File: src/rtl/bankreg_pkg.sv
package bankreg_pkg;
  localparam int DATA_W   = 16;
  localparam int IP_W     = 24;
  localparam int CODE_W   = 3;
  localparam int BANK_N   = 4;
  localparam int IDX_W    = $clog2(BANK_N);
  localparam int SEG_W    = 8;
  localparam int MODE_BIT = 12;

  localparam logic [DATA_W-1:0] STATUS_RST = DATA_W'(1) << MODE_BIT;

  // system bank slot order is fixed by the code decode
  localparam logic [IDX_W-1:0] SYS_IP = 2'd0;
  localparam logic [IDX_W-1:0] SYS_SP = 2'd1;
  localparam logic [IDX_W-1:0] SYS_RA = 2'd2;
  localparam logic [IDX_W-1:0] SYS_ST = 2'd3;

  typedef enum logic [1:0] {
    BANK_SHARED = 2'd0,
    BANK_USER   = 2'd1,
    BANK_SYS    = 2'd2
  } bank_e;

  typedef struct packed {
    bank_e            bank;
    logic [IDX_W-1:0] idx;
  } reg_sel_t;
endpackage

File: src/rtl/bankreg_decode.sv
module bankreg_decode
  import bankreg_pkg::*;
(
  input  logic [CODE_W-1:0] code_i,
  input  logic              kernel_i,
  input  logic              sys_i,
  output reg_sel_t          sel_o
);
  always_comb begin
    sel_o.idx = code_i[IDX_W-1:0];
    if (!code_i[CODE_W-1])     sel_o.bank = BANK_SHARED;
    else if (kernel_i || sys_i) sel_o.bank = BANK_SYS;
    else                        sel_o.bank = BANK_USER;
  end
endmodule

File: src/rtl/bankreg_gpr_bank.sv
module bankreg_gpr_bank #(
  parameter int N = 4,
  parameter int W = 16,
  localparam int IW = $clog2(N)
) (
  input  logic          clk_i,
  input  logic          rst_ni,
  input  logic          wr_en_i,
  input  logic [IW-1:0] wr_idx_i,
  input  logic [W-1:0]  wr_data_i,
  input  logic [IW-1:0] rd_a_idx_i,
  input  logic [IW-1:0] rd_b_idx_i,
  output logic [W-1:0]  rd_a_o,
  output logic [W-1:0]  rd_b_o
);
  logic [W-1:0] regs_q [N];

  for (genvar g = 0; g < N; g++) begin : g_reg
    always_ff @(posedge clk_i or negedge rst_ni) begin
      if (!rst_ni)                                   regs_q[g] <= '0;
      else if (wr_en_i && wr_idx_i == IW'(g))        regs_q[g] <= wr_data_i;
    end
  end

  assign rd_a_o = regs_q[rd_a_idx_i];
  assign rd_b_o = regs_q[rd_b_idx_i];
endmodule

File: src/rtl/bankreg_sys_bank.sv
module bankreg_sys_bank
  import bankreg_pkg::*;
(
  input  logic              clk_i,
  input  logic              rst_ni,
  input  logic              wr_en_i,
  input  logic [IDX_W-1:0]  wr_idx_i,
  input  logic [DATA_W-1:0] wr_data_i,
  input  logic              ip_load_i,
  input  logic [IP_W-1:0]   ip_data_i,
  input  logic              seg_wr_i,
  input  logic [SEG_W-1:0]  seg_data_i,
  input  logic [IDX_W-1:0]  rd_a_idx_i,
  input  logic [IDX_W-1:0]  rd_b_idx_i,
  output logic [DATA_W-1:0] rd_a_o,
  output logic [DATA_W-1:0] rd_b_o,
  output logic [IP_W-1:0]   ip_o,
  output logic [DATA_W-1:0] status_o
);
  logic [IP_W-1:0]   ip_q, ip_d;
  logic [DATA_W-1:0] sp_q, ra_q, st_q, st_d;
  logic [DATA_W-1:0] view [BANK_N];

  always_comb begin
    ip_d = ip_q;
    if (ip_load_i)                         ip_d = ip_data_i;
    else if (wr_en_i && wr_idx_i == SYS_IP) ip_d = {ip_q[IP_W-1:DATA_W], wr_data_i};
  end

  always_comb begin
    st_d = st_q;
    if (wr_en_i && wr_idx_i == SYS_ST) st_d = wr_data_i;
    // segment field update overrides the low byte only
    if (seg_wr_i) st_d[SEG_W-1:0] = seg_data_i;
  end

  always_ff @(posedge clk_i or negedge rst_ni) begin
    if (!rst_ni) begin
      ip_q <= '0;
      sp_q <= '0;
      ra_q <= '0;
      st_q <= STATUS_RST;
    end else begin
      ip_q <= ip_d;
      st_q <= st_d;
      if (wr_en_i && wr_idx_i == SYS_SP) sp_q <= wr_data_i;
      if (wr_en_i && wr_idx_i == SYS_RA) ra_q <= wr_data_i;
    end
  end

  assign view[SYS_IP] = ip_q[DATA_W-1:0];
  assign view[SYS_SP] = sp_q;
  assign view[SYS_RA] = ra_q;
  assign view[SYS_ST] = st_q;

  assign rd_a_o   = view[rd_a_idx_i];
  assign rd_b_o   = view[rd_b_idx_i];
  assign ip_o     = ip_q;
  assign status_o = st_q;
endmodule

File: src/rtl/bankreg_file.sv
module bankreg_file
  import bankreg_pkg::*;
(
  input  logic              clk_i,
  input  logic              rst_ni,
  input  logic [CODE_W-1:0] rd_a_addr_i,
  input  logic              rd_a_sys_i,
  output logic [DATA_W-1:0] rd_a_data_o,
  input  logic [CODE_W-1:0] rd_b_addr_i,
  input  logic              rd_b_sys_i,
  output logic [DATA_W-1:0] rd_b_data_o,
  input  logic              wr_en_i,
  input  logic [CODE_W-1:0] wr_addr_i,
  input  logic              wr_sys_i,
  input  logic [DATA_W-1:0] wr_data_i,
  input  logic              ip_load_i,
  input  logic [IP_W-1:0]   ip_data_i,
  input  logic              seg_wr_i,
  input  logic [SEG_W-1:0]  seg_data_i,
  output logic [IP_W-1:0]   ip_o,
  output logic [DATA_W-1:0] status_o
);
  localparam int NPORT = 3; // 0: read A, 1: read B, 2: write

  logic              kernel;
  logic [CODE_W-1:0] code [NPORT];
  logic              ovr  [NPORT];
  reg_sel_t          sel  [NPORT];
  logic [DATA_W-1:0] shr_a, shr_b, usr_a, usr_b, sys_a, sys_b;

  assign kernel  = status_o[MODE_BIT];
  assign code[0] = rd_a_addr_i;
  assign code[1] = rd_b_addr_i;
  assign code[2] = wr_addr_i;
  assign ovr[0]  = rd_a_sys_i;
  assign ovr[1]  = rd_b_sys_i;
  assign ovr[2]  = wr_sys_i;

  for (genvar p = 0; p < NPORT; p++) begin : g_dec
    bankreg_decode u_dec (
      .code_i  (code[p]),
      .kernel_i(kernel),
      .sys_i   (ovr[p]),
      .sel_o   (sel[p])
    );
  end

  bankreg_gpr_bank #(.N(BANK_N), .W(DATA_W)) u_shared (
    .clk_i     (clk_i),
    .rst_ni    (rst_ni),
    .wr_en_i   (wr_en_i && sel[2].bank == BANK_SHARED),
    .wr_idx_i  (sel[2].idx),
    .wr_data_i (wr_data_i),
    .rd_a_idx_i(sel[0].idx),
    .rd_b_idx_i(sel[1].idx),
    .rd_a_o    (shr_a),
    .rd_b_o    (shr_b)
  );

  bankreg_gpr_bank #(.N(BANK_N), .W(DATA_W)) u_user (
    .clk_i     (clk_i),
    .rst_ni    (rst_ni),
    .wr_en_i   (wr_en_i && sel[2].bank == BANK_USER),
    .wr_idx_i  (sel[2].idx),
    .wr_data_i (wr_data_i),
    .rd_a_idx_i(sel[0].idx),
    .rd_b_idx_i(sel[1].idx),
    .rd_a_o    (usr_a),
    .rd_b_o    (usr_b)
  );

  bankreg_sys_bank u_sys (
    .clk_i     (clk_i),
    .rst_ni    (rst_ni),
    .wr_en_i   (wr_en_i && sel[2].bank == BANK_SYS),
    .wr_idx_i  (sel[2].idx),
    .wr_data_i (wr_data_i),
    .ip_load_i (ip_load_i),
    .ip_data_i (ip_data_i),
    .seg_wr_i  (seg_wr_i),
    .seg_data_i(seg_data_i),
    .rd_a_idx_i(sel[0].idx),
    .rd_b_idx_i(sel[1].idx),
    .rd_a_o    (sys_a),
    .rd_b_o    (sys_b),
    .ip_o      (ip_o),
    .status_o  (status_o)
  );

  always_comb begin
    unique case (sel[0].bank)
      BANK_SHARED: rd_a_data_o = shr_a;
      BANK_USER:   rd_a_data_o = usr_a;
      default:     rd_a_data_o = sys_a;
    endcase
    unique case (sel[1].bank)
      BANK_SHARED: rd_b_data_o = shr_b;
      BANK_USER:   rd_b_data_o = usr_b;
      default:     rd_b_data_o = sys_b;
    endcase
  end
endmodule

File: config.mk
export PLATFORM = sky130hd
export DESIGN_NAME = bankreg_file
export DESIGN_NICKNAME = d
export VERILOG_FILES = /design/src/rtl/bankreg_pkg.sv /design/src/rtl/bankreg_decode.sv /design/src/rtl/bankreg_gpr_bank.sv /design/src/rtl/bankreg_sys_bank.sv /design/src/rtl/bankreg_file.sv
export SDC_FILE = /design/constraint.sdc
export NUM_CORES = 1
export LEC_CHECK = 0
export BUFFER_PORTS_ARGS = -buffer_cell sky130_fd_sc_hd__clkbuf_2
export CAP_MARGIN = 20
export CELL_PAD_IN_SITES_DETAIL_PLACEMENT = 1
export CELL_PAD_IN_SITES_GLOBAL_PLACEMENT = 1
export CORE_ASPECT_RATIO = 2
export CORE_MARGIN = 10
export CORE_UTILIZATION = 48
export DETAILED_ROUTE_END_ITERATION = 8
export PLACE_DENSITY = 0.77
export SLEW_MARGIN = 0
export SYNTH_ARGS = -nofsm -noshare
export SYNTH_HDL_FRONTEND = slang
export SYNTH_SLANG_ARGS = --single-unit
File: constraint.sdc
create_clock -name clk_i -period 1.9 [get_ports clk_i]
set_input_delay 0.095 -clock clk_i [delete_from_list [all_inputs] [get_ports clk_i]]
set_output_delay 0.095 -clock clk_i [all_outputs]
set_load 0.005 [all_outputs]
### Word level (Yosys, flattened, before mapping)

Cells that the tools add are included.

| operators by class | value |
|---|---|
| equality and inequality tests | 7 |
| order comparisons | 2 |
| bitwise logic cells | 2 |
| reduce and logical (&&, ||, !) cells | 24 |
| multiplexer cells | 30 |

Operator list:

| operator | count |
|---|---|
| $mux 16 | 13 |
| $bmux 16 s2 | 6 |
| $pmux 16 s2 | 2 |
| $mux 24 | 1 |
| $mux 8 | 2 |
| $logic_and 1x1->1 | 15 |
| $mux 2 | 6 |
| $eq 2x1->1 const B | 4 |
| $logic_not 2->1 | 4 |
| $eq 2x2->1 const B | 3 |
| $ge 3x3->1 const B | 2 |
| $not 2->3 | 2 |
| $reduce_bool 2->1 | 2 |
| $logic_or 1x1->1 | 3 |

| word-level totals | value |
|---|---|
| output and inout port bits | 72 |
| word-level logic and storage cells | 79 |
| register bits after elaboration | 200 |
| input port bits | 65 |

### Depth between registers and ports, before layout

Gate-level depths: netlist (run 1).

| logic depth | value |
|---|---|
| depth after elaboration | 8 |
| gate-level depth with buffers | 6 |
| mapped depth without buffers | 3 |

### Hierarchy

Synthesis (run 1) repeated with hierarchy kept, for this count alone.

| second synthesis, totals | value |
|---|---|
| cell total of the unflattened synthesis | 731 |
| area, all modules | 10834.1 µm² |

By module, submodules not included:

| module | times used | seq. area each (µm²) | cells each | area an instance (µm²) |
|---|---|---|---|---|
| bankreg_gpr_bank | 2 | 1601.5 | 176 | 3174.3 |
| bankreg_sys_bank | 1 | 1803.0 | 258 | 3667.3 |
| bankreg_file | 1 | 0.0 | 109 | 713.2 |
| bankreg_decode | 3 | 0.0 | 4 | 35.0 |

### Worst setup path before layout (run 1)

Ideal clock, no wire load.

| path | value |
|---|---|
| kind | register to register |
| start point | register u_sys.st_q[12] (netlist: u_sys.status_o[12]) |
| end point | register u_user.regs_q[10] in the netlist's numbering |
| setup slack | 0.197 ns |
| period minus slack after synthesis | 1.703 ns |
| arrival time | 1.578 ns |
| stages on the path, launching flop included | 7 |
| data required time | 1.775 ns |
| library setup time | 0.125 ns |
| buffers on the path | 3 |
| cells stage by stage | dfstp_2 -> buf_6 -> and4bb_4 -> and2_4 -> buf_6 -> buf_12 -> mux2_4 |

| on the way | value |
|---|---|
| word-level cells in the longest chain between the ends | 6 |

Ends and longest elaborated chain:

| what | RTL line | source |
|---|---|---|
| from (decl) | bankreg_sys_bank.sv:21 | `logic [DATA_W-1:0] sp_q, ra_q, st_q, st_d;` |
| from (signal assigned) | bankreg_sys_bank.sv:45 | `st_q <= st_d;` |
| $logic_or 1x1->1 | bankreg_decode.sv:12 | `else if (kernel_i \|\| sys_i) sel_o.bank = BANK_SYS;` |
| $mux 2 | bankreg_decode.sv:12 |  |
| $mux 2 | bankreg_decode.sv:11 | `if (!code_i[CODE_W-1]) sel_o.bank = BANK_SHARED;` |
| $eq 2x1->1 | bankreg_file.sv:63 | `.wr_en_i (wr_en_i && sel[2].bank == BANK_USER),` |
| $logic_and 1x1->1 | bankreg_file.sv:63 |  |
| $logic_and 1x1->1 | bankreg_gpr_bank.sv:21 | `else if (wr_en_i && wr_idx_i == IW'(g)) regs_q[g] <= wr_data_i;` |
| to (signal, indexed assignment) | bankreg_gpr_bank.sv:21 |  |
| to (decl) | bankreg_gpr_bank.sv:16 | `logic [W-1:0] regs_q [N];` |

Every way passes these cells.
A chain may end at the register's enable or synchronous reset.

### Worst setup path after layout (run 1)

| path | value |
|---|---|
| start point | register u_sys.st_q[12] (netlist: u_sys.status_o[12]) |
| end point | output port rd_b_data_o[12] |

| on the way | value |
|---|---|
| word-level cells in the longest chain between the ends | 5 |
| elaborated cells on any way between the ends | 9 |
| those cells by class | eq/ne: 1; mux: 6; reduce/logical: 2 |

Ends and longest elaborated chain:

| what | RTL line | source |
|---|---|---|
| $logic_or 1x1->1 | bankreg_decode.sv:12 |  |
| $mux 2 | bankreg_decode.sv:12 |  |
| $mux 2 | bankreg_decode.sv:11 |  |
| $eq 2x1->1 / $logic_not 2->1 (equally long branches) | bankreg_file.sv:96 | `unique case (sel[1].bank)` |
| $pmux 16 s2 (*) | bankreg_file.sv:96 |  |
| to (decl) | bankreg_file.sv:11 | `output logic [DATA_W-1:0] rd_b_data_o,` |

Every way passes the cells marked *; elsewhere a longest branch is shown, timed or not. The select of a mux whose other input is x is not followed.

==> flow_summary.yaml, run 1 <==
status:
  outcome: "complete, but fails checks"
  violations: "setup timing"
layout:
  post-route-util: 0.627
  final_cell_mix: "mux2_2 (231), dfrtp_1 (199), clkbuf_2 (105), mux2_4 (73)"
  nets: 1112
  n_antenna_cell: 0
  drive_above_1_share: 0.608
  layout_commonest_cell: "mux2_2"
  syn_to_final_growth_pct: 29.4
route:
  detail_route.wl_per_cell_um: 36.5
  ant_nets: 0
  first_pass_iters: 5
  route.detailed.drc: 0
  viasPerCell: 7.01
  drt-total-wl_um: 49100
  via_count: 9409
  drt_iter0_markers: 886
synth:
  synth_xor_area_frac: 0
  yosys_register_bits: 200
  syn-num-nets: 943
  synth_simple_gate_area_frac: 0.0448
  postSynthCellCount: 878
  synth_mux_area_frac: 0.380
  synth_top_cell_by_area: "dfrtp_1"
  seq_area_frac_synth: 0.447
  synth_top_area_share: 0.444
  ys_warn_count: 0
  netlist_top_cells_area: "dfrtp_1 (44%), mux2_2 (28%), mux4_2 (6.4%), mux2_4 (4.0%), o22ai_1 (3.6%)"
  synth_area_um2: 11200
  syn_area_per_cell_um2: 12.8
  synth_compound_area_frac: 0.0870
  synth_top_family_by_area: "multiplexers"
  ys_types: 33
  synth_fa_ha_area_frac: 0
clock_tree:
  clock_latency_ns: 0.47
  clkSinkCount: 200
  cts_buffers: 17
  clk_pin_slew_ns: 0.09
  cts_tree: "yes"
  htree_levels: 4
  clock-root-buffer: "clkbuf_16"
  cts_buffer_depth: 2
die:
  ios: 137
  die_area_um2: 30200
  die_w_um: 128
  core.rowCount: 79
  core-area_um2: 23100
  die_h_um: 236
  initial_core_util: 0.485
worst_setup_path:
  crit_fanout: 8
  end_kind: "primary output"
  path_buf_inv: 2
  worstReg2RegStart: "u_sys.status_o[12]$_DFFE_PN1P_"
  critPathMaxStageDelay_ns: 0.66
  arrival_ns: 2.21
  worstPathRequired_ns: 1.80
  startpoint_type: "flop"
  worstSetupPathType: "reg -> out"
  path_delay_family: "flip-flops"
  r2r_cells: 6
  slowest_stage: "dfstp_2"
  regToRegEndpoint: "u_user.regs_q[7]$_DFFE_PN0P_"
  path_cells: "or3_4 -> clkbuf_16 -> o22ai_4 -> o31ai_4 -> buf_2"
  r2r_slack_ns: -0.08
timing:
  finalHoldViolations: 0
  rsz0062_at_grt: "yes"
  worst_slack_ns: -0.406
  final.setup_skew_ns: 0.0234
  fin_crit_sh: 1.21
  fmax_mhz: 434
  fin_hold_ws_ns: 0.0759
  finalSetupViolations: 110
  tightest_slew_ns: 0.619
  slew_headroom: 0.587
  period_needed_ns: 2.31
  finalMaxSlewViolations: 0
placed_design:
  gp_congestion: 0.932
  portBuffers: 136
  hpwl_um: 27600
  place_ws_ns: 0.0717
global_route:
  grt_usage: 0.289
  overflow: 0
  grt_max_degree: 56
  antenna_found_initial: 0
  grt_pass1_vias: 10100
  grt_pass1_wl_um: 65700
min_path:
  min_from: "ip_load_i"
  hold_path_depth: 2
  hold_class: "in -> reg"
  holdPathEnd: "u_sys.ip_o[22]$_DFFE_PN0P_"
power:
  cellPowerDensity_nw_per_um2: 1070
  peakVddDrop_mv: 0.826
  leakage_nw: 6.21
job:
  cap_violations: 0
cells in the mapped netlist:
cell type,count
mux2_2,274
dfrtp_1,199
o22ai_1,64
clkbuf_1,38
nand2_1,33
mux4_2,32
o31ai_1,32
buf_2,30
mux2_4,30
nor2_1,25
a31oi_1,24
nand3_1,24
o21ai_0,24
buf_6,8
buf_4,6
nand2b_1,6
inv_1,4
nor2_2,3
nor2_4,3
buf_1,2
o21ai_1,2
o21bai_2,2
or3_1,2
or3b_2,2
and2_1,1
and2_4,1
and4bb_4,1
buf_12,1
dfstp_2,1
nand2_2,1
o211a_1,1
o211ai_4,1
or2_1,1
layout make-up:
cell class	instances	area (um2)
flip-flops and latches	200	5010
clock buffers	22	454
fillers	2226	8630
repair buffers	235	1950
inverters	4	15.0
well taps	283	354
multi-input cells	589	6580
clock inverters	10	144
power by group:
group	switching (mW)	internal (mW)	total, mW	leakage [nW]
logic	2.54	2.79	5.33	3.53
registers	1.02	5.23	6.24	2.40
clock network	1.80	2.12	3.92	0.281
registers in the layout (all words and copies together) (netlist names):
name / flops
u_shared.regs_q: 64
u_user.regs_q: 64
u_sys.ip_o: 24
u_sys.ra_q: 16
u_sys.sp_q: 16
u_sys.status_o: 16
routing by layer:
layer | global-route usage | part of all wire | up-vias
met4 | 0.194 | 0.090 | 0
met2 | 0.503 | 0.51 | 643
met5 | 0 | 0 | -
met3 | 0.0512 | 0.062 | 269
met1 | 0.306 | 0.34 | 4844
li1 | - | - | 3653
worst max path at each step:
stage,startpoint,to,depth (start not counted)
4_1_cts,u_sys.status_o[12]$_DFFE_PN1P_,rd_b_data_o[10],5
5_1_grt,u_sys.status_o[12]$_DFFE_PN1P_,rd_b_data_o[12],5
2_1_floorplan,u_sys.status_o[12]$_DFFE_PN1P_,u_user.regs_q[10]$_DFFE_PN0P_,6
3_5_place_dp,u_sys.status_o[12]$_DFFE_PN1P_,u_user.regs_q[36]$_DFFE_PN0P_,5
6_report,u_sys.status_o[12]$_DFFE_PN1P_,rd_b_data_o[12],5
3_3_place_gp,u_sys.status_o[12]$_DFFE_PN1P_,rd_b_data_o[5],4
cell families after synthesis:
logic type,after synthesis
buffers and inverters,89
DFF,200
AOI/OAI and AO/OA,150
and+or+nand+nor,103
muxes,336
through the flow:
stage                     instance area (um2)  TNS [ns]  total power, mW  instances
after floorplan                         11200         0             8.47        878
after global placement                  12400         0             9.91       1261
after detailed placement                12400         0             10.1       1261
after CTS                               14100     -5.77             14.6       1335
after global routing                    14500    -13.14             15.9       1343
final                                   14500    -10.61             15.5       1343
timing repair:
action                                  4_1_cts  5_1_grt
gates cloned                                  3        4
buffers inserted                              6        5
gates resized for setup                      93      103
hold buffers                                 33        0
endpoints found under the setup margin       32      143
pin swaps                                    26       21
hold endpoints to repair                     81        0
Power figures use the tool's default switching activity.
==> run 2: changes to the inputs <==
--- a/config.mk
+++ b/config.mk
@@ -6,15 +6,15 @@
 export NUM_CORES = 1
 export LEC_CHECK = 0
 export BUFFER_PORTS_ARGS = -buffer_cell sky130_fd_sc_hd__clkbuf_2
-export CAP_MARGIN = 20
 export CELL_PAD_IN_SITES_DETAIL_PLACEMENT = 1
 export CELL_PAD_IN_SITES_GLOBAL_PLACEMENT = 1
 export CORE_ASPECT_RATIO = 2
 export CORE_MARGIN = 10
-export CORE_UTILIZATION = 48
+export CORE_UTILIZATION = 49
 export DETAILED_ROUTE_END_ITERATION = 8
 export PLACE_DENSITY = 0.77
 export SLEW_MARGIN = 0
 export SYNTH_ARGS = -nofsm -noshare
 export SYNTH_HDL_FRONTEND = slang
+export SYNTH_HIERARCHICAL = 1
 export SYNTH_SLANG_ARGS = --single-unit
==> run 2 against run 1 <==
  * The run still ends with setup timing left
  * Hold slack worse by 0.031 ns
  * First-iteration DRC count down 0.34%
  * Die area down 4.7%
  * Power up 0.97%
  * Worst setup slack worse by 0.0059 ns
  * Clock-buffer cell count down 5
  * Synthesized cell count down 17%
  * Sequential power up 2%
  * Combinational power up 3.8%
  * Clock power down 4%
  * Largest cell class unchanged
  * Critical path depth up 3
  * Highest routed layer unchanged
  * Flip-flop and latch count unchanged
==> flow_summary.yaml, run 2 <==
synth:
  synth_top_area_share: 0.460
  ys_warn_count: 6
  synthTopCellsByCount: "dfrtp_1 (199), mux2_2 (168), mux4_2 (96)"
  synthFlopType: "dfrtp_1"
  netlist_top_cells_area: "dfrtp_1 (46%), mux4_2 (20%), mux2_2 (17%), mux2i_1 (3.0%), nand2_1 (2.2%)"
  syn_area_per_cell_um2: 14.8
  syn-num-nets: 796
  yosys_register_bits: 200
  seq_area_frac_synth: 0.462
  postSynthCellCount: 731
  yosysMostFrequentCell: "dfrtp_1"
  synth_edf_count: 0
  synth_top_cell_by_area: "dfrtp_1"
  ys_types: 30
  synth_area_um2: 10800
  synthArstFlopShare: 1.00
min_path:
  hold_class: "in -> reg"
timing:
  fin_tns_setup_ns: -28.61
  rsz0062_at_grt: "yes"
  fin_crit_sh: 1.22
  finalSetupViolations: 223
  worst_slack_ns: -0.411
  tightest_slew_ns: 0.627
  fin_hold_ws_ns: 0.0452
  fmax_mhz: 433
  period_needed_ns: 2.31
  slew_headroom: 0.582
  finalMaxSlewViolations: 0
  final.setup_skew_ns: 0.0137
  finalHoldViolations: 0
clock_tree:
  clock-root-buffer: "clkbuf_16"
  cts_tree: "yes"
  clock_latency_ns: 0.47
  cts_buffer_depth: 2
  clkSinkCount: 200
  cts_buffers: 17
  clk_pin_slew_ns: 0.08
  htree_levels: 4
power:
  leakage_nw: 6.74
  peakVddDrop_mv: 0.967
  cellPowerDensity_nw_per_um2: 1060
route:
  ant_nets: 0
  detail_route.wl_per_cell_um: 38.6
  via_count: 8587
  drt_iter0_markers: 883
  route.detailed.drc: 0
  viasPerCell: 6.98
  drt-total-wl_um: 47500
  first_pass_iters: 5
die:
  initial_core_util: 0.500
  die_h_um: 230
  core.rowCount: 76
  ios: 137
  die_area_um2: 28800
  core-area_um2: 21700
  die_w_um: 125
worst_setup_path:
  crit_top_cell: "buf_6"
  crit_fanout: 8
  critPathMaxStageDelay_ns: 0.40
  slowest_stage: "dfstp_2"
  worstSetupPathType: "reg -> out"
  path_cells: "buf_6 -> nor3b_4 -> buf_6 -> buf_12 -> mux2i_1 -> buf_4 -> o21ai_2 -> clkbuf_2"
  end_kind: "primary output"
  r2r_slack_ns: -0.24
  worstPathRequired_ns: 1.80
  arrival_ns: 2.22
  startpoint_type: "flop"
layout:
  seq_area_um2: 5010
  final_cell_mix: "dfrtp_1 (199), clkbuf_2 (115), mux2_4 (105), mux4_2 (96), mux2_2 (63)"
  post-route-util: 0.679
  layout_commonest_cell: "dfrtp_1"
  nets: 1008
  final_cells: 1231
  drive_above_1_share: 0.638
  fillers: 1888
  post-route-cell-area_um2: 14700
  syn_to_final_growth_pct: 35.9
  multi_input_area_um2: 6490
job:
  cap_violations: 0
status:
  violations: "setup timing"
  outcome: "complete, but fails checks"
global_route:
  antenna_found_initial: 2
  overflow: 0
  grt_max_degree: 49
  grt_pass1_vias: 9337
  grt_usage: 0.271
  grt_pass1_wl_um: 59200
placed_design:
  hpwl_um: 24200
  gp_congestion: 0.913
  placed_cells: 1136
  dpl-instance-area_um2: 12100
  portBuffers: 136
==> run 2: changes by cell type after synthesis, moves of 18 or more <==
cell,before,now
mux4_2,32,96
mux2i_1,0,32
o21ai_1,2,20
a31oi_1,24,0
mux2_2,274,168
o22ai_1,64,0
nand3_1,24,1
clkbuf_1,38,13
mux2_4,30,0
nor2_1,25,1
nand2_1,33,64
o31ai_1,32,0
==> run 2: stage by stage <==
step                      power, mW  setup slack [ns]
after floorplan                8.36            -0.102
after global placement         9.70            -0.223
after detailed placement       10.1            -0.352
after CTS                      14.5            -0.296
after global routing           16.1            -0.486
final                          15.6            -0.411
==> run 2: worst max-delay path: cells and delay by family, from the launching register on <==
kind / cells / cell delay, ns
flip-flops: 1 / 0.40
AO/OA/AOI/OAI: 1 / 0.08
multiplexers: 1 / 0.23
buffers and inverters: 5 / 0.77
AND/OR/NAND/NOR: 1 / 0.25
==> run 2: layout make-up <==
type,count,share of cell area
multi-input cells,472,0.441
clock buffers,17,0.0289
clock inverters,15,0.0106
well taps,273,0.0232
diodes,2,0.000340
flip-flops and latches,200,0.340
repair buffers,252,0.156
==> run 2: worst paths after layout <==
check,from,end,depth (start not counted)
max in group asynchronous,rst_ni,u_sys/status_o[4]$_DFFE_PN0P_,3
min,wr_data_i[13],u_sys/status_o[13]$_DFFE_PN0P_,3
max,u_sys/status_o[12]$_DFFE_PN1P_,rd_a_data_o[1],8
min in group asynchronous,rst_ni,u_sys/sp_q[8]$_DFFE_PN0P_,2
min reg2reg,u_sys/ip_o[21]$_DFFE_PN0P_,u_sys/ip_o[21]$_DFFE_PN0P_,1
max reg2reg,u_sys/status_o[12]$_DFFE_PN1P_,u_user/regs_q[61]$_DFFE_PN0P_,7
==> run 2: cell families after synthesis <==
| family | share of synthesized area |
|---|---|
| mux | 0.404 |
| flops | 0.462 |
| simple gates | 0.0484 |
| compound gates | 0.0483 |
| buf+inv | 0.0375 |
==> run 2: power by group <==
part / switching, mW / internal (mW)
registers: 1.08 / 5.27
logic: 2.47 / 3.06
clock network: 1.89 / 1.86
==> run 2: metal layers <==
metal / vias to the layer above / routed length, um / track usage
met1: 4508 / 15500 / 0.279
li1: 3238 / - / -
met5: - / 0 / 0
met2: 613 / 24900 / 0.479
met4: 0 / 4040 / 0.176
met3: 228 / 3010 / 0.0622
==> run 2: what timing repair did <==
action	in CTS	in global routing
resized for setup	142	177
endpoints found under the hold margin	183	0
hold buffers	33	0
setup endpoints to repair	78	216
pin swaps	6	15
setup buffers	10	9
gates cloned	5	8
==> run 3: changes to the inputs <==
--- a/config.mk
+++ b/config.mk
@@ -5,14 +5,16 @@
 export SDC_FILE = /design/constraint.sdc
 export NUM_CORES = 1
 export LEC_CHECK = 0
+export ABC_AREA = 1
 export BUFFER_PORTS_ARGS = -buffer_cell sky130_fd_sc_hd__clkbuf_2
+export CAP_MARGIN = 20
 export CELL_PAD_IN_SITES_DETAIL_PLACEMENT = 1
 export CELL_PAD_IN_SITES_GLOBAL_PLACEMENT = 1
 export CORE_ASPECT_RATIO = 2
 export CORE_MARGIN = 10
-export CORE_UTILIZATION = 49
+export CORE_UTILIZATION = 43
 export DETAILED_ROUTE_END_ITERATION = 8
-export PLACE_DENSITY = 0.77
+export PLACE_DENSITY = 0.78
 export SLEW_MARGIN = 0
 export SYNTH_ARGS = -nofsm -noshare
 export SYNTH_HDL_FRONTEND = slang
==> run 3 against run 2 <==
  * The flow still finishes with violations (setup timing)
  * Register-to-register slack better by 0.05 ns
  * Largest cell class unchanged
  * Global-route usage up 2.6 points
  * Clock power up 5.9%
  * Highest routed layer unchanged
==> flow_summary.yaml, run 3 <==
status:
  outcome: "complete, but fails checks"
  violations: "setup timing"
synth:
  syn-num-nets: 2014
  syn_area_per_cell_um2: 6.59
  synthTopCellsByCount: "nand2_1 (876), nand3_1 (248), inv_1 (228)"
  yosys_register_bits: 200
  synth_fa_ha_area_frac: 0
  synth_top_cell_by_area: "dfrtp_1"
  yosysMostFrequentCell: "nand2_1"
  synthFlopType: "dfrtp_1"
  netlist_top_cells_area: "dfrtp_1 (39%), nand2_1 (26%), nand3_1 (9.7%), inv_1 (6.7%), o21ai_0 (3.7%)"
  synth_top_family_by_area: "simple AND/OR/NAND/NOR gates"
  synth_xor_area_frac: 0
  ys_types: 28
  synth_top_area_share: 0.388
  ys_warn_count: 6
  synth_area_um2: 12800
  postSynthCellCount: 1949
  synth_compound_area_frac: 0.0721
  synth_simple_gate_area_frac: 0.408
  synth_mux_area_frac: 0
  seq_area_frac_synth: 0.390
  synth_edf_count: 0
  synthArstFlopShare: 1.00
worst_setup_path:
  worstSetupPathType: "reg -> out"
  crit_fanout: 8
  regToRegEndpoint: "u_sys/ra_q[1]$_DFFE_PN0P_"
  r2r_slack_ns: -0.19
  arrival_ns: 2.00
  startpoint_type: "flop"
  r2r_cells: 10
  end_kind: "primary output"
  worstPathRequired_ns: 1.80
  worstReg2RegStart: "u_sys/status_o[12]$_DFFE_PN1P_"
timing:
  finalSetupViolations: 138
  period_needed_ns: 2.10
  fin_crit_sh: 1.10
  final.setup_skew_ns: 0.00951
  finalMaxSlewViolations: 0
  rsz0062_at_grt: "yes"
  tightest_slew_ns: 0.779
  fmax_mhz: 477
  slew_headroom: 0.481
  finalHoldViolations: 0
  fin_hold_ws_ns: 0.0343
  fin_tns_setup_ns: -13.87
  worst_slack_ns: -0.198
min_path:
  min_from: "seg_data_i[6]"
  hold_path_depth: 5
  hold_class: "in -> reg"
  holdPathEnd: "u_sys/status_o[6]$_DFFE_PN0P_"
global_route:
  grt_pass1_wl_um: 86500
  grt_pass1_vias: 14900
  overflow: 0
  grt_max_degree: 62
  antenna_found_initial: 2
  grt_usage: 0.297
route:
  viasPerCell: 5.85
  ant_nets: 0
  via_count: 14600
  drt_iter0_markers: 967
  first_pass_iters: 5
  drt-total-wl_um: 61000
  route.detailed.drc: 0
  detail_route.wl_per_cell_um: 24.4
layout:
  nets: 2185
  post-route-util: 0.559
  layout_commonest_cell: "nand2_1"
  final_cell_mix: "nand2_1 (778), inv_1 (225), dfrtp_1 (199), nand3_1 (197), clkbuf_2 (116)"
  drive_above_1_share: 0.227
  final_cells: 2498
  fillers: 3809
  post-route-cell-area_um2: 16500
  syn_to_final_growth_pct: 28.3
clock_tree:
  cts_buffers: 17
  clk_pin_slew_ns: 0.07
  cts_buffer_depth: 2
  clock_latency_ns: 0.47
  clock-root-buffer: "clkbuf_16"
  htree_levels: 4
  cts_tree: "yes"
  clkSinkCount: 200
placed_design:
  hpwl_um: 39700
  portBuffers: 136
  dpl-instance-area_um2: 14000
  gp_congestion: 0.921
  place_ws_ns: -0.0795
  placed_cells: 2384
power:
  cellPowerDensity_nw_per_um2: 925
  power.total_mw: 15.2
  peakVddDrop_mv: 0.721
  leakage_nw: 9.07
die:
  ios: 137
  die_w_um: 142
  initial_core_util: 0.435
  core.rowCount: 89
  core-area_um2: 29500
  die_area_um2: 37600
  die_h_um: 264
job:
  cap_violations: 0
-- run 3: layout make-up --
type	instances	area, um2	share of cell area
tap	364	455	0.0276
inverter	236	903	0.0548
antenna	2	5.00	0.000304
multi-input combinational	1385	6960	0.422
sequential	200	5010	0.304
clock inverter	12	175	0.0106
timing repair buffer	280	2530	0.154
clock buffer	19	443	0.0269
-- run 3: routing by layer --
metal  track usage  up-vias  share of wire
met5             0        -              0
met4         0.202        0          0.082
met3        0.0482      264          0.061
met2         0.527      675           0.52
met1         0.310     7213           0.34
li1              -     6467              -
-- run 3: power breakdown --
part,internal (mW),switching [mW]
sequential,5.17,0.704
combinational,1.98,3.41
clock,2.23,1.74
total,9.38,5.86
-- run 3: cells by family (layout without fill, tap and decap cells) --
group / Yosys count / in the layout
buffers and inverters: 370 / 547
DFF: 200 / 200
other: 0 / 2
AOI/OAI and AO/OA: 160 / 160
and+or+nand+nor: 1219 / 1225
-- run 3: worst max-delay path: stages (launching register included) --
cell      delay (ns)
dfstp_2         0.54
buf_6           0.12
inv_2           0.04
nand2_2         0.06
nor2_4          0.05
buf_6           0.15
nor2_8          0.22
nand2_2         0.12
nand3_4         0.10
clkbuf_2        0.13
-- run 3: worst max path at each step --
stage	startpoint	end	slack [ns]
floorplan	u_sys/status_o[12]$_DFFE_PN1P_	u_sys/status_o[11]$_DFFE_PN0P_	0.05
global placement	u_sys/status_o[12]$_DFFE_PN1P_	u_shared/regs_q[42]$_DFFE_PN0P_	-0.01
detailed placement	u_sys/status_o[12]$_DFFE_PN1P_	u_shared/regs_q[43]$_DFFE_PN0P_	-0.08
CTS	u_sys/status_o[12]$_DFFE_PN1P_	rd_a_data_o[4]	-0.20
global route	u_sys/status_o[12]$_DFFE_PN1P_	u_sys/ra_q[1]$_DFFE_PN0P_	-0.29
finish	u_sys/status_o[12]$_DFFE_PN1P_	rd_a_data_o[15]	-0.20
-- run 3: timing repair --
| item | CTS | global route |
|---|---|---|
| pin swaps | 21 | 44 |
| resized for setup | 96 | 189 |
| gates cloned | 3 | 14 |
| hold endpoints to repair | 82 | 0 |
| setup endpoints to repair | 87 | 192 |
| hold buffers | 32 | 0 |
| buffers inserted | 16 | 16 |
